[src/rtl/flm_pkg.sv]
package flm_pkg;

    typedef enum logic [1:0] {
        ST_RUN  = 2'd0,
        ST_FIRE = 2'd1,
        ST_HOLD = 2'd2
    } flm_state_e;

endpackage

[src/rtl/flm_err_window.sv]
module flm_err_window #(
    parameter int WIN    = 4,
    parameter int ERR_TH = 2
) (
    input  logic clk,
    input  logic rst_n,
    input  logic stb_i,
    input  logic bit_i,
    input  logic exp_i,
    input  logic clr_i,
    output logic oof_o
);
    localparam int CW = $clog2(WIN + 1);

    logic [WIN-1:0] hist_q;
    logic [CW-1:0]  err_cnt;

    always_ff @(posedge clk or negedge rst_n) begin
        if (!rst_n) begin
            hist_q <= '0;
        end else if (clr_i) begin
            hist_q <= '0;
        end else if (stb_i) begin
            hist_q <= {hist_q[WIN-2:0], bit_i ^ exp_i};
        end
    end

    always_comb begin
        err_cnt = '0;
        for (int i = 0; i < WIN; i++) begin
            err_cnt = err_cnt + CW'(hist_q[i]);
        end
    end

    assign oof_o = (err_cnt >= CW'(ERR_TH));

    // the flag can only rise after a strobed framing bit
    a_r2_rise_needs_strobe: assert property (@(posedge clk) disable iff (!rst_n)
        $rose(oof_o) |-> $past(stb_i));

    // realignment clears the flag
    a_r3_align_clears: assert property (@(posedge clk) disable iff (!rst_n)
        clr_i |=> !oof_o);

endmodule

[src/rtl/flm_zero_run.sv]
module flm_zero_run #(
    parameter int ZRUN = 32
) (
    input  logic clk,
    input  logic rst_n,
    input  logic pos_i,
    input  logic neg_i,
    output logic cl_o
);
    localparam int CW = $clog2(ZRUN + 1);

    logic [CW-1:0] run_q;

    always_ff @(posedge clk or negedge rst_n) begin
        if (!rst_n) begin
            run_q <= '0;
        end else if (pos_i || neg_i) begin
            run_q <= '0;
        end else if (run_q != CW'(ZRUN)) begin
            run_q <= run_q + 1'b1;
        end
    end

    assign cl_o = (run_q == CW'(ZRUN));

    // the flag only rises after a cycle with both rails at zero
    a_r4_rise_on_zero: assert property (@(posedge clk) disable iff (!rst_n)
        $rose(cl_o) |-> $past(!pos_i && !neg_i));

    // any mark clears the flag on the next cycle
    a_r5_mark_clears: assert property (@(posedge clk) disable iff (!rst_n)
        (pos_i || neg_i) |=> !cl_o);

    // count never passes its ceiling
    a_r5_no_overflow: assert property (@(posedge clk) disable iff (!rst_n)
        run_q <= CW'(ZRUN));

endmodule

[src/rtl/flm_resync_fsm.sv]
module flm_resync_fsm
    import flm_pkg::*;
(
    input  logic clk,
    input  logic rst_n,
    input  logic auto_cond_i,
    input  logic auto_dis_i,
    input  logic sw_req_i,
    input  logic ext_n_i,
    output logic resync_o,
    output logic hold_o
);
    flm_state_e state_q, state_d;
    logic auto_q, sw_q, ext_q;
    logic auto_rise, sw_rise, ext_rise, trig;

    always_ff @(posedge clk or negedge rst_n) begin
        if (!rst_n) begin
            auto_q <= 1'b0;
            sw_q   <= 1'b0;
            ext_q  <= 1'b1;
        end else begin
            auto_q <= auto_cond_i;
            sw_q   <= sw_req_i;
            ext_q  <= ext_n_i;
        end
    end

    assign auto_rise = auto_cond_i && !auto_q;
    assign sw_rise   = sw_req_i && !sw_q;
    assign ext_rise  = ext_n_i && !ext_q;
    assign trig      = auto_rise || sw_rise || ext_rise;

    always_comb begin
        state_d = state_q;
        unique case (state_q)
            ST_RUN: begin
                if (!ext_n_i)  state_d = ST_HOLD;
                else if (trig) state_d = ST_FIRE;
            end
            ST_FIRE: begin
                if (!ext_n_i) state_d = ST_HOLD;
                else          state_d = ST_RUN;
            end
            ST_HOLD: begin
                if (ext_rise) state_d = ST_FIRE;
            end
            default: state_d = ST_RUN;
        endcase
    end

    always_ff @(posedge clk or negedge rst_n) begin
        if (!rst_n) state_q <= ST_RUN;
        else        state_q <= state_d;
    end

    always_comb begin
        resync_o = (state_q == ST_FIRE);
        hold_o   = (state_q == ST_HOLD);
    end

    // pulse lasts one cycle
    a_r7_single_pulse: assert property (@(posedge clk) disable iff (!rst_n)
        resync_o |=> !resync_o);

    // with auto path blocked, a pulse needs a manual or pin edge
    a_r8_blocked_auto: assert property (@(posedge clk) disable iff (!rst_n)
        (resync_o && $past(auto_dis_i)) |-> $past(sw_rise || ext_rise));

    // pin low forces the timing hold on the next cycle
    a_r10_pin_holds: assert property (@(posedge clk) disable iff (!rst_n)
        !ext_n_i |=> hold_o);

endmodule

[src/rtl/frame_loss_monitor.sv]
module frame_loss_monitor #(
    parameter int WIN    = 4,
    parameter int ERR_TH = 2,
    parameter int ZRUN   = 32
) (
    input  logic clk,
    input  logic rst_n,
    input  logic fbit_stb,
    input  logic fbit_rx,
    input  logic fbit_exp,
    input  logic align_new,
    input  logic rail_pos,
    input  logic rail_neg,
    input  logic auto_dis,
    input  logic sw_req,
    input  logic ext_sync_n,
    output logic oof,
    output logic carrier_loss,
    output logic resync,
    output logic timing_hold
);
    logic oof_w, cl_w, auto_cond;

    flm_err_window #(.WIN(WIN), .ERR_TH(ERR_TH)) u_err_window (
        .clk   (clk),
        .rst_n (rst_n),
        .stb_i (fbit_stb),
        .bit_i (fbit_rx),
        .exp_i (fbit_exp),
        .clr_i (align_new),
        .oof_o (oof_w)
    );

    flm_zero_run #(.ZRUN(ZRUN)) u_zero_run (
        .clk   (clk),
        .rst_n (rst_n),
        .pos_i (rail_pos),
        .neg_i (rail_neg),
        .cl_o  (cl_w)
    );

    assign auto_cond = !auto_dis && (oof_w || cl_w);

    flm_resync_fsm u_fsm (
        .clk         (clk),
        .rst_n       (rst_n),
        .auto_cond_i (auto_cond),
        .auto_dis_i  (auto_dis),
        .sw_req_i    (sw_req),
        .ext_n_i     (ext_sync_n),
        .resync_o    (resync),
        .hold_o      (timing_hold)
    );

    assign oof          = oof_w;
    assign carrier_loss = cl_w;

    // auto path enabled, a rising flag yields a pulse next cycle
    a_r6_auto_pulse: assert property (@(posedge clk) disable iff (!rst_n)
        ($rose(oof_w || cl_w) && !auto_dis && ext_sync_n && !resync) |=> resync);

endmodule

[config.mk]
export PLATFORM = sky130hd
export DESIGN_NAME = frame_loss_monitor
export DESIGN_NICKNAME = d
export VERILOG_FILES = /design/src/rtl/flm_pkg.sv /design/src/rtl/flm_err_window.sv /design/src/rtl/flm_zero_run.sv /design/src/rtl/flm_resync_fsm.sv /design/src/rtl/frame_loss_monitor.sv
export SDC_FILE = /design/constraint.sdc
export NUM_CORES = 1
export LEC_CHECK = 0
export ABC_CLOCK_PERIOD_IN_PS = 1800
export BUFFER_PORTS_ARGS = -buffer_cell sky130_fd_sc_hd__buf_2
export CORE_MARGIN = 3
export CORE_UTILIZATION = 55
export CTS_BUF_LIST = sky130_fd_sc_hd__clkbuf_2
export CTS_CLUSTER_SIZE = 12
export DETAILED_ROUTE_END_ITERATION = 12
export PLACE_DENSITY = 0.8
export SYNTH_ARGS = -nofsm -noshare
export SYNTH_HDL_FRONTEND = slang
export SYNTH_SLANG_ARGS = --single-unit
export TNS_END_PERCENT = 20
[constraint.sdc]
create_clock -name clk -period 1.8 [get_ports clk]
set_input_delay 0.36 -clock clk [delete_from_list [all_inputs] [get_ports clk]]
set_output_delay 0.36 -clock clk [all_outputs]
set_load 0.05 [all_outputs]
* Word-level counts from Yosys, hierarchy flattened
Index checks and enable logic that the tools add are counted.
Word-level totals: register bits after elaboration 15, input bits 11, output and inout port bits 4, word-level logic and storage cells 43
Operators by class: add/sub/neg operators 4, magnitude comparators 1, eq/ne operators 6, mux-type cells 9, bitwise gates (word level) 1, reductions and logical operators 16
Operators with widths (number):
- 6-bit two-way mux | 2
- 2-bit two-way mux | 4
- 4-bit two-way mux | 2
- 3-bit by 1-bit adder with 3-bit output | 2
- 6-bit by 1-bit adder with 6-bit output, second input constant | 1
- 6-bit equality test, second input constant | 1
- 6-bit inequality test, second input constant | 1
- 2-bit case mux with 3 select lines | 1
- 1-bit logical AND | 4
- 1-bit logical NOT | 4
- 1-bit logical OR | 4
- 2-bit nonzero test | 2
- 3-bit by 2-bit greater-or-equal comparator with 1-bit output, second input constant | 1
- 3-bit by 2-bit inequality test with 1-bit output, second input constant | 1
- 1-bit by 1-bit adder with 2-bit output | 1
- 2-bit by 1-bit equality test with 1-bit output, second input constant | 1
- 2-bit equality test, second input constant | 1
- 2-bit logical NOT | 1
- 2-bit by 1-bit inequality test with 1-bit output, second input constant | 1
- 2-bit AND reduction | 1
- 1-bit XOR | 1

* Depth between registers and ports, before layout
depth after elaboration 12, depth in mapped cells 5, gate-level depth less buffers 5

* Cells and area by module
From an unflattened synthesis, not the netlist that was laid out.
Second synthesis, totals: cell total of the unflattened synthesis 70, area total of the unflattened synthesis 774.5 um2
Modules (own cells, without submodules):
- flm_zero_run | instances 1, cells an instance 35, area an instance 355.3 um2
- flm_err_window | instances 1, cells an instance 20, area an instance 216.5 um2
- flm_resync_fsm | instances 1, cells an instance 14, area an instance 192.7 um2
- frame_loss_monitor | instances 1, cells an instance 1, area an instance 10.0 um2

* Worst setup path after synthesis
Ideal clock, no wire load.
path type flip-flop to flip-flop, start point register u_err_window.hist_q[0], end point register u_fsm.state_q[0], library setup time 0.128 ns, arrival 1.688 ns, data required time 1.672 ns, slack -0.016 ns, cell stages (with the launch flop) 6, path buffers 0, period minus slack after synthesis 1.816 ns, path through dfrtp_1 > ha_1 > ha_1 > a211o_1 > a21oi_1 > o22ai_1
Between the ends: longest elaborated chain between the ends 11
Ends and longest elaborated chain:
- from (decl) | RTL line flm_err_window.sv:15 | logic [WIN-1:0] hist_q;
- from (signal assigned) | RTL line flm_err_window.sv:24 | hist_q <= {hist_q[WIN-2:0], bit_i ^ exp_i};
- 1-bit by 1-bit adder with 2-bit output | RTL line flm_err_window.sv:31 | err_cnt = err_cnt + CW'(hist_q[i]);
- 3-bit by 1-bit adder with 3-bit output (2 in a row) | RTL line flm_err_window.sv:31
- 3-bit by 2-bit greater-or-equal comparator with 1-bit output | RTL line flm_err_window.sv:35 | assign oof_o = (err_cnt >= CW'(ERR_TH));
- named net oof | RTL line frame_loss_monitor.sv:17 | output logic oof,
- 1-bit logical OR | RTL line frame_loss_monitor.sv:42 | assign auto_cond = !auto_dis && (oof_w || cl_w);
- 1-bit logical AND | RTL line frame_loss_monitor.sv:42
- 1-bit logical AND | RTL line flm_resync_fsm.sv:29 | assign auto_rise = auto_cond_i && !auto_q;
- 1-bit logical OR (2 in a row) | RTL line flm_resync_fsm.sv:32 | assign trig = auto_rise || sw_rise || ext_rise;
- 3-bit by 2-bit inequality test with 1-bit output (no line)
- 2-bit AND reduction (no line)
- to (signal assigned) | RTL line flm_resync_fsm.sv:54 | else state_q <= state_d;
- to (decl) | RTL line flm_resync_fsm.sv:13 | flm_state_e state_q, state_d;
The timed path passes the listed nets, and every way through them passes these cells. A chain may end at the register's enable or synchronous reset.

* Worst setup path in the final report
start point register u_err_window.hist_q[0], end point output port oof
Between the ends: longest elaborated chain between the ends 4
Ends and longest elaborated chain (RTL line):
- 1-bit by 1-bit adder with 2-bit output | flm_err_window.sv:31
- 3-bit by 1-bit adder with 3-bit output (2 in a row) | flm_err_window.sv:31
- 3-bit by 2-bit greater-or-equal comparator with 1-bit output | flm_err_window.sv:35
- to (decl) | frame_loss_monitor.sv:17
Every way passes these cells.

==> reports/results.ini <==
[global_route]
all_layer_gr_usage_pct=16.15
grt_max_degree=16
global_route.overflow_total=0
grt_antenna_before_repair=0
grt_pass1_vias=548
wire_length_of_the_first_global_routing_pass_mm=2.235

[sta]
highest_clock_rate_mhz=478.3
grt_setup_unrepaired=yes
tightestPinTransition_ns=0.3369
layout_min_cycle_time_ns=2.091
skew_final_ns=0.001559
final.period_utilization_pct=116.2
setup_violations=2
timing.setup.tns_ns=-0.3827
timing.final.max_slew_violations=0
timing_hold_violations_final=0
slew_headroom_pct=77.54
postLayoutSetupSlackWorst_ns=-0.2909

[floorplanning]
fp.dieW_um=42.42
die_area_mm2=0.001799
io-pin-count=15
die_height_um=42.42
floorplan.initialDensity_pct=62.29
coreArea_mm2=0.001171
placement_rows=12

[placement]
place.port_buffers=14
numPlacedInstances=94
dp.final_hpwl_mm=1.009
routabilityCongestion=0.7644
pre_cts_ws_ns=-0.009265

[flow_run]
max-cap-violations=0

[synthesis]
synth_async_sr_flop_share_pct=100.0
synthCells=66
synth_fp_nets=81
yosys_warnings=0
ys.flop_type=sky130_fd_sc_hd__dfrtp_1
seq_area_frac_synth_pct=51.63
count_of_cell_types_in_the_netlist=29
post_synth.cell_area_avg_um2=11.05
post_synth_instance_area_um2=729.5
synth_edf_count=0
ys_seq_elements=15

[clock_network]
cts.path.max_buffers=2
cts_tree=built
cts.htree.levels=1
numCtsBuffers=3
worst_skew_pair.late_latency_ns=0.27
clock-root-buffer=sky130_fd_sc_hd__clkbuf_2
tritoncts_num_sinks=15
cts.reportedPaths.clkPinSlew_ns=0.14

[setup_path]
crit_chain=ha_1, ha_1, a211o_2, buf_6
worst_path_largest_cell_delay_ns=0.41
worst_setup_path_end_kind=primary output
criticalPathCategory=flip-flop to primary output
timing.critical_path.slowest_stage_cell=sky130_fd_sc_hd__dfrtp_1
worst_setup_path_start_kind=flip-flop
critPathMostFrequentCell=sky130_fd_sc_hd__ha_1
rrSetupSlack_ns=0.04
timing.critical_path.arrival_ns=1.73
crit_required_ns=1.44
critPathMaxFanout=2

[cells_and_area]
nFillCells=85
final_core_utilization_pct=74.47
share_of_cells_above_drive_strength_1_pct=36.47
final-instance-count-excl-fill=99
nets=101
layout.cells.most_common=sky130_fd_sc_hd__dfrtp_1
syn_to_final_growth_pct=19.55
antenna_cells_inserted=0
mostFrequentLayoutCells=14 x sky130_fd_sc_hd__dfrtp_1, 12 x sky130_fd_sc_hd__buf_2, 6 x sky130_fd_sc_hd__nor2_1

[power]
cellLeakagePower_nw=0.4373
power_density_mw_per_mm2=698.6
tot_pwr_uw=609.2
irDropWorstVdd_mv=0.3898

[detailed_routing]
avgRoutedWirePerCell_um=12.95
final_ant_viol_nets=0
drt-pass1-iter-count=4
routed_wire_length_mm=1.282
detailedRoute.firstIterationViolations=6
detail_route.drc_violations=0
vias=541
via_per_inst=5.465

[hold_path]
holdCritPathClass=input pin to flip-flop

[status]
outcome=finished, violations left
violations=setup timing

==> kinds of logic (layout without fill, tap and decap cells) <==
| group | after synthesis | count (layout) | share of synthesized area (%) |
|---|---|---|---|
| adder cells (fa/ha/maj) | 4 | 4 | 6.861 |
| AND/OR/NAND/NOR | 23 | 23 | 19.21 |
| XOR/XNOR | 4 | 4 | 4.804 |
| AO/OA/AOI/OAI | 11 | 11 | 10.29 |
| flip-flops | 15 | 15 | 51.63 |
| multiplexers | 3 | 3 | 4.117 |
| buffers and inverters | 6 | 25 | 3.087 |
==> stage by stage <==
stage	hold WS (ns)	cell area [um^2]
2_1_floorplan	0.06441	730.7
3_3_place_gp	0.2760	825.8
3_5_place_dp	0.2785	825.8
4_1_cts	0.1832	872.1
5_1_grt	0.1617	872.1
6_report	0.1902	872.1
==> critical path: cells and delay by family (launching register included) <==
family / cells / cell delay, ns
adder cells (fa/ha/maj): 2 / 0.57
flip-flops: 1 / 0.41
AO/OA/AOI/OAI: 1 / 0.31
buffers and inverters: 1 / 0.16
==> flip-flops by register name (all words and copies together), names as in the netlist <==
signal               flops
u_fsm.state_q            2
u_fsm.auto_q             1
u_fsm.ext_q              1
u_fsm.sw_q               1
u_zero_run.run_q         6
u_err_window.hist_q      4
==> cell usage after synthesis, types with 2 or more instances <==
cell,number,share of area (%)
sky130_fd_sc_hd__a21oi_1,4,2.7
sky130_fd_sc_hd__and2b_2,2,2.4
sky130_fd_sc_hd__xnor2_1,2,2.4
sky130_fd_sc_hd__nor3_1,3,2.1
sky130_fd_sc_hd__nand2_1,2,1.0
sky130_fd_sc_hd__mux2i_1,3,4.1
sky130_fd_sc_hd__ha_1,4,6.9
sky130_fd_sc_hd__xor2_1,2,2.4
sky130_fd_sc_hd__nand3_1,2,1.4
sky130_fd_sc_hd__nor2_1,6,3.1
sky130_fd_sc_hd__inv_1,4,2.1
sky130_fd_sc_hd__dfrtp_1,14,48
sky130_fd_sc_hd__clkbuf_1,2,1.0
==> final cells by class <==
cell class	instances	area (um^2)	area share (%)
sequential	15	376.6	43.19
inverter	4	15.01	1.722
tap	14	17.52	2.009
multi-input combinational	45	331.6	38.02
timing repair buffer	17	111.4	12.77
clock buffer	4	20.02	2.296
==> final timing paths <==
kind | from | endpoint | cells past startpoint
min reg2reg | u_fsm.state_q[0] | u_fsm.state_q[1] | 1
min in group asynchronous | rst_n | u_fsm.state_q[0] | 2
max in group asynchronous | rst_n | u_fsm.ext_q | 2
max reg2reg | u_err_window.hist_q[0] | u_fsm.state_q[0] | 5
max | u_err_window.hist_q[0] | oof | 4
min | ext_sync_n | u_fsm.ext_q | 1
==> report_power, final <==
group          leakage [nW]  internal (mW)  switching (mW)
Sequential            0.198          0.350         0.00991
Combinational         0.223         0.0381          0.0488
Clock                0.0166         0.0589           0.103
Total                 0.437          0.447           0.162
==> timing repair <==
| item | 4_1_cts | 5_1_grt |
|---|---|---|
| resized for setup | 6 | 0 |
| buffers inserted | 0 | 0 |
| gates cloned | 0 | 0 |
| hold buffers | 1 | 0 |
| hold endpoints to repair | 14 | 0 |
| setup endpoints to repair | 2 | 2 |
==> per-layer routing <==
layer	part of all wire [%]	global-route usage, %	wire length, um
met5	0	0	0
met4	0	1.863	0
met3	5.1	5.150	66
met2	48	29.18	617
met1	47	19.02	598
(Power assumes the default switching activity.)
